## config.mk

```make
export PLATFORM = sky130hd
export DESIGN_NAME = pt_walker
export DESIGN_NICKNAME = d
export VERILOG_FILES = /design/src/rtl/pt_walker.sv
export SDC_FILE = /design/constraint.sdc
export NUM_CORES = 1
export LEC_CHECK = 0
export BUFFER_PORTS_ARGS = -buffer_cell sky130_fd_sc_hd__buf_2
export CAP_MARGIN = 20
export CORE_UTILIZATION = 24
export CTS_CLUSTER_SIZE = 40
export DETAILED_ROUTE_END_ITERATION = 12
export PLACE_DENSITY = 0.48
export SKIP_LAST_GASP = 1
export SYNTH_ARGS = -nofsm -noshare
export SYNTH_HDL_FRONTEND = slang
export SYNTH_SLANG_ARGS = --single-unit
```

## constraint.sdc

```tcl
create_clock -name clk -period 1.9 [get_ports clk]
set_input_delay 0.285 -clock clk [delete_from_list [all_inputs] [get_ports clk]]
set_output_delay 0.285 -clock clk [all_outputs]
set_load 0.005 [all_outputs]
```

## src/rtl/pt_walker.sv

```systemverilog
module pt_walker #(
  parameter int VA_W   = 32,
  parameter int PTE_W  = 32,
  parameter int IDX_W  = 10,
  parameter int OFF_W  = 12,
  parameter int VBIT   = 0
) (
  input  logic                    clk,
  input  logic                    rst_n,
  input  logic [VA_W-OFF_W-1:0]   root_frame,
  input  logic                    req_valid,
  input  logic [VA_W-1:0]         req_vaddr,
  output logic                    req_ready,
  output logic                    mem_req,
  output logic [VA_W-1:0]         mem_addr,
  input  logic                    mem_rvalid,
  input  logic [PTE_W-1:0]        mem_rdata,
  output logic                    rsp_valid,
  input  logic                    rsp_ready,
  output logic                    rsp_fault,
  output logic                    rsp_level,
  output logic [PTE_W-1:0]        rsp_pte,
  output logic [VA_W-1:0]         rsp_paddr,
  output logic [VA_W-1:0]         rsp_vaddr
);
  localparam int FRAME_W = VA_W - OFF_W;
  localparam int ESZ_W   = OFF_W - IDX_W;

  typedef enum logic [1:0] {ST_IDLE, ST_ROOT, ST_LEAF, ST_DONE} walk_t;

  walk_t              st;
  logic [FRAME_W-1:0] root_q;
  logic [FRAME_W-1:0] mid_q;
  logic [VA_W-1:0]    va_q;

  wire [IDX_W-1:0]   hi_idx = va_q[VA_W-1 -: IDX_W];
  wire [IDX_W-1:0]   lo_idx = va_q[OFF_W +: IDX_W];
  wire [FRAME_W-1:0] rd_frame = mem_rdata[PTE_W-1 -: FRAME_W];
  wire               rd_ok = mem_rdata[VBIT];

  assign req_ready = (st == ST_IDLE);
  assign mem_req   = (st == ST_ROOT) || (st == ST_LEAF);
  assign mem_addr  = (st == ST_ROOT) ? {root_q, hi_idx, {ESZ_W{1'b0}}}
                                     : {mid_q, lo_idx, {ESZ_W{1'b0}}};
  assign rsp_valid = (st == ST_DONE);
  assign rsp_vaddr = va_q;

  always_ff @(posedge clk or negedge rst_n) begin
    if (!rst_n) begin
      st        <= ST_IDLE;
      root_q    <= '0;
      mid_q     <= '0;
      va_q      <= '0;
      rsp_fault <= 1'b0;
      rsp_level <= 1'b0;
      rsp_pte   <= '0;
      rsp_paddr <= '0;
    end else begin
      case (st)
        ST_IDLE: if (req_valid) begin
          va_q   <= req_vaddr;
          root_q <= root_frame;
          st     <= ST_ROOT;
        end
        ST_ROOT: if (mem_rvalid) begin
          if (!rd_ok) begin
            rsp_fault <= 1'b1;
            rsp_level <= 1'b0;
            rsp_pte   <= mem_rdata;
            rsp_paddr <= '0;
            st        <= ST_DONE;
          end else begin
            mid_q <= rd_frame;
            st    <= ST_LEAF;
          end
        end
        ST_LEAF: if (mem_rvalid) begin
          rsp_pte   <= mem_rdata;
          rsp_level <= 1'b1;
          rsp_fault <= !rd_ok;
          rsp_paddr <= rd_ok ? {rd_frame, va_q[OFF_W-1:0]} : '0;
          st        <= ST_DONE;
        end
        default: if (rsp_ready) st <= ST_IDLE;
      endcase
    end
  end

  AST_FIRST_READ: assert property (@(posedge clk) disable iff (!rst_n)
    (req_valid && req_ready) |=> mem_req &&
      mem_addr == {$past(root_frame), $past(req_vaddr[VA_W-1 -: IDX_W]), {ESZ_W{1'b0}}});
  AST_SECOND_READ: assert property (@(posedge clk) disable iff (!rst_n)
    (st == ST_ROOT && mem_rvalid && rd_ok) |=> mem_req &&
      mem_addr == {$past(rd_frame), rsp_vaddr[OFF_W +: IDX_W], {ESZ_W{1'b0}}});
  AST_LEAF_HIT: assert property (@(posedge clk) disable iff (!rst_n)
    (st == ST_LEAF && mem_rvalid && rd_ok) |=> rsp_valid && !rsp_fault &&
      rsp_paddr == {$past(rd_frame), rsp_vaddr[OFF_W-1:0]});
  AST_ROOT_FAULT: assert property (@(posedge clk) disable iff (!rst_n)
    (st == ST_ROOT && mem_rvalid && !rd_ok) |=> rsp_valid && rsp_fault && !rsp_level && !mem_req);
  AST_LEAF_FAULT: assert property (@(posedge clk) disable iff (!rst_n)
    (st == ST_LEAF && mem_rvalid && !rd_ok) |=> rsp_valid && rsp_fault && rsp_level);
  AST_RSP_HOLD: assert property (@(posedge clk) disable iff (!rst_n)
    (rsp_valid && !rsp_ready) |=> rsp_valid && $stable(rsp_pte) && $stable(rsp_paddr) &&
      $stable(rsp_fault) && $stable(rsp_level) && $stable(rsp_vaddr));
  AST_ADDR_HOLD: assert property (@(posedge clk) disable iff (!rst_n)
    (mem_req && !mem_rvalid) |=> mem_req && $stable(mem_addr));
endmodule

```

==> impl_summary.md <==
Run status
The flow ran to the end, but the final reports show violations. The checks that failed: negative setup slack.

Timing
Setup violations remaining at the end of the flow were counted as 94. The maximum frequency from static timing analysis is 0.483 GHz. The setup clock skew after layout is 13.8 ps. Once routing completed, OpenROAD measured the worst setup slack at -171 ps. The routed design could run at a clock period as short as 2070 ps. The number of pins with negative max-slew slack in the final report is 0. After layout, the worst path uses 109% of the clock period.

Setup repair after global routing could not meet its margin everywhere. The worst relative slew slack is 65.7%. The hold violation total from the final report is 0. For the pin with the worst max-slew slack, the measured transition is 514 ps. The post-route worst hold slack is 91.2 ps.

Critical path
For the worst setup path, the data arrival time is 1790 ps. The endpoint required time on the critical path is 1620 ps. For flop-to-flop paths, the worst setup slack is -110 ps. The worst setup path is launched from a flip-flop. In this run the worst path has a maximum fanout of 8. The critical path capture point type is an output port.

By startpoint and endpoint, the worst setup path is classified as flip-flop to output port.

Synth
The count of state elements after synthesis is 140. The post-synthesis share of cell area spent on xor and xnor gates is 0%. After synthesis, the largest family of logic cells by area is multiplexers. Synthesis instantiated 29 different standard cells from the library. The area of the mapped netlist is 0.00628 mm². The synthesized netlist devotes 1.45% of its cell area to compound gates. Measured against the total synthesized area, the mux share comes to 33.5%. The synthesized netlist devotes 3.95% of its cell area to simple gates. In the synthesized netlist the dominant register cell turns out to be dfrtp_1.

Sequential cells were found to cover 55.8% of the synthesized design area. A synthesized cell averages 15.9 µm². Yosys mapped a number of flops with a built-in enable equal to 0. The gate count after technology mapping is 395. The post-synthesis share of cell area spent on full adders, half adders and majority gates is 1.59%.

The fraction of registers with async set/reset is 100%. The number of synthesis warnings is 0.

Clocking
The longest clock path from root to sink contains 2 buffers. After clock tree synthesis, the clock-pin slew on the worst setup and hold paths is 60 ps. The number of clock sinks seen by CTS is 140.

The clock reaches the later pin of the worst-skew pair after 420 ps. TritonCTS built the clock tree. In this run the number of H-tree levels came out at 4. The clock root buffer master is clkbuf_16. The total CTS buffers is 17.

Layout
The top cell types in the final layout, fill and taps aside, are buf_2, dfrtp_1, mux2_4. The number of nets in the layout is 754. The antenna diode count is 0. The final design instance area without fill is 0.00930 mm². The most common cell after layout, fill and taps aside is buf_2. The area overhead of the layout relative to synthesis is 48.2%. The number of inserted filler cells in the final layout is 2469. Of the cells placed in the final design, the portion with a size suffix greater than 1 is 71.0%.

Global routing
The via count of the first global-routing pass is 4540. Entering global routing, the biggest net connects 48 pins. The global-route wire length before repair is 26500 µm. The number of antenna violations at the first check in global routing is 0. Summed over all layers, the global routing overflow is 0. Global routing used 13.3% of the available tracks.

Placed design
The instance area after placement is 0.00785 mm². The number of I/O port buffers is 219. Detailed placement finished with a half-perimeter wire length of 12000 µm. The final weighted congestion in routability-driven placement is 0.709.

Route
The routed design has 18800 µm of wire. The detail-routed net length per standard cell is 18.8 µm. The via count normalized by instance count is 4.25. The routed layout has 4248 vias.

In the routed design, unresolved DRC markers number 0. The number of iterations in the first detailed-routing pass is 4. The count of nets left with antenna violations once routing finished came out at 0. After the first detailed-routing iteration, the DRC count stood at 136.

Worst hold path
The worst hold-check path type is input port to flip-flop.

Floorplanning
The effective utilization at floorplan is 24.7%. The die is 164 µm tall. The die width is 164 µm. The initialized floorplan defines 58 standard-cell rows. The floorplan core area is 0.0254 mm². The die covers 0.0268 mm².

The top-level I/O count is 222.

Run
The tool flagged a number of max-cap violations equal to 0.

Power
VDD sags by at most 0.000651 V. Summed over all cells, the static leakage comes to 4.82 nW. Dividing total power by cell area gives a power density of 1840 mW/mm².
## metrics by stage
step / TNS [ps] / instances / total power [mW] / utilization (%) / setup WS (ps)
floorplan: -1160 / 396 / 9.11 / - / -19.4
global placement: 0 / 939 / 11.6 / 30.9 / 65.6
detailed placement: 0 / 939 / 11.8 / 30.9 / 19.0
CTS: -7090 / 983 / 16.2 / 34.5 / -198
global route: -12390 / 1000 / 18.2 / 36.6 / -224
finish: -7580 / 1000 / 17.1 / 36.6 / -171
## flip-flops by register name, summed over array words and instances (netlist names)
name       flops
rsp_fault      1
rsp_pte       32
root_q        20
rsp_level      1
rsp_paddr     32
st             2
mid_q         20
rsp_vaddr     32
## cells by family (layout without fill, tap and decap cells)
family,Yosys count,in the layout
multiplexers,167,167
flip-flops,140,140
AND/OR/NAND/NOR,39,39
buffers and inverters,29,303
AO/OA/AOI/OAI,11,11
adder cells (fa/ha/maj),8,8
other,1,2
## worst paths after layout
check                               from       endpoint  cells past startpoint
setup / recovery                   st[1]   mem_addr[29]                      6
hold / removal             req_vaddr[31]  rsp_vaddr[31]                      2
setup reg to reg                   st[0]    rsp_pte[14]                      9
hold reg to reg                root_q[6]      root_q[6]                      1
max in group asynchronous          rst_n     root_q[17]                      3
min in group asynchronous          rst_n     rsp_pte[5]                      2
## synthesized netlist by cell type (all sizes together), types with 2 or more instances
library cell	count	share of area, %
dfrtp	140	56
a21o	2	0.24
nand2b	2	0.20
clkbuf	10	0.60
o21ai	2	0.34
mux2	167	34
buf	16	2.8
nor2b	2	0.36
inv	3	0.18
and3	32	3.2
ha	8	1.6
## report_power, final
part	internal, mW	switching [mW]	leakage, nW
registers	4.49	0.949	1.72
logic	5.33	2.95	2.82
clock network	2.05	1.37	0.283
total	11.9	5.27	4.82
## what timing repair did
action / CTS / global route
endpoints found under the hold margin: 43 / 0
setup endpoints to repair: 30 / 91
buffers inserted: 8 / 6
gates resized for setup: 34 / 50
pin swaps: 0 / 2
cloned: 3 / 11
hold buffers: 1 / 0
## critical path, stage by stage, from the launching register on
cell and delay (ps):
dfrtp_1 390, inv_2 90, ha_4 150, buf_12 140, buf_16 160, mux2_4 310, buf_6 110
## final cells by class
cell class	instances	area [µm²]	area share (%)
clock buffers	21	470	5.06
well taps	330	413	4.44
multi-input cells	227	2710	29.1
repair buffers	268	2060	22.1
inverters	3	13.8	0.148
clock inverters	11	134	1.44
flip-flops and latches	140	3500	37.7
## metal layers
layer  GRT usage, %  wire [µm]  vias up
met5              0          0        -
met4           4.17        170        0
met3           3.36        871        8
met2           22.9       9720      115
met1           16.3       8050     2186
li1               -          -     1939
Note: power is estimated with default switching activity, not from simulation.
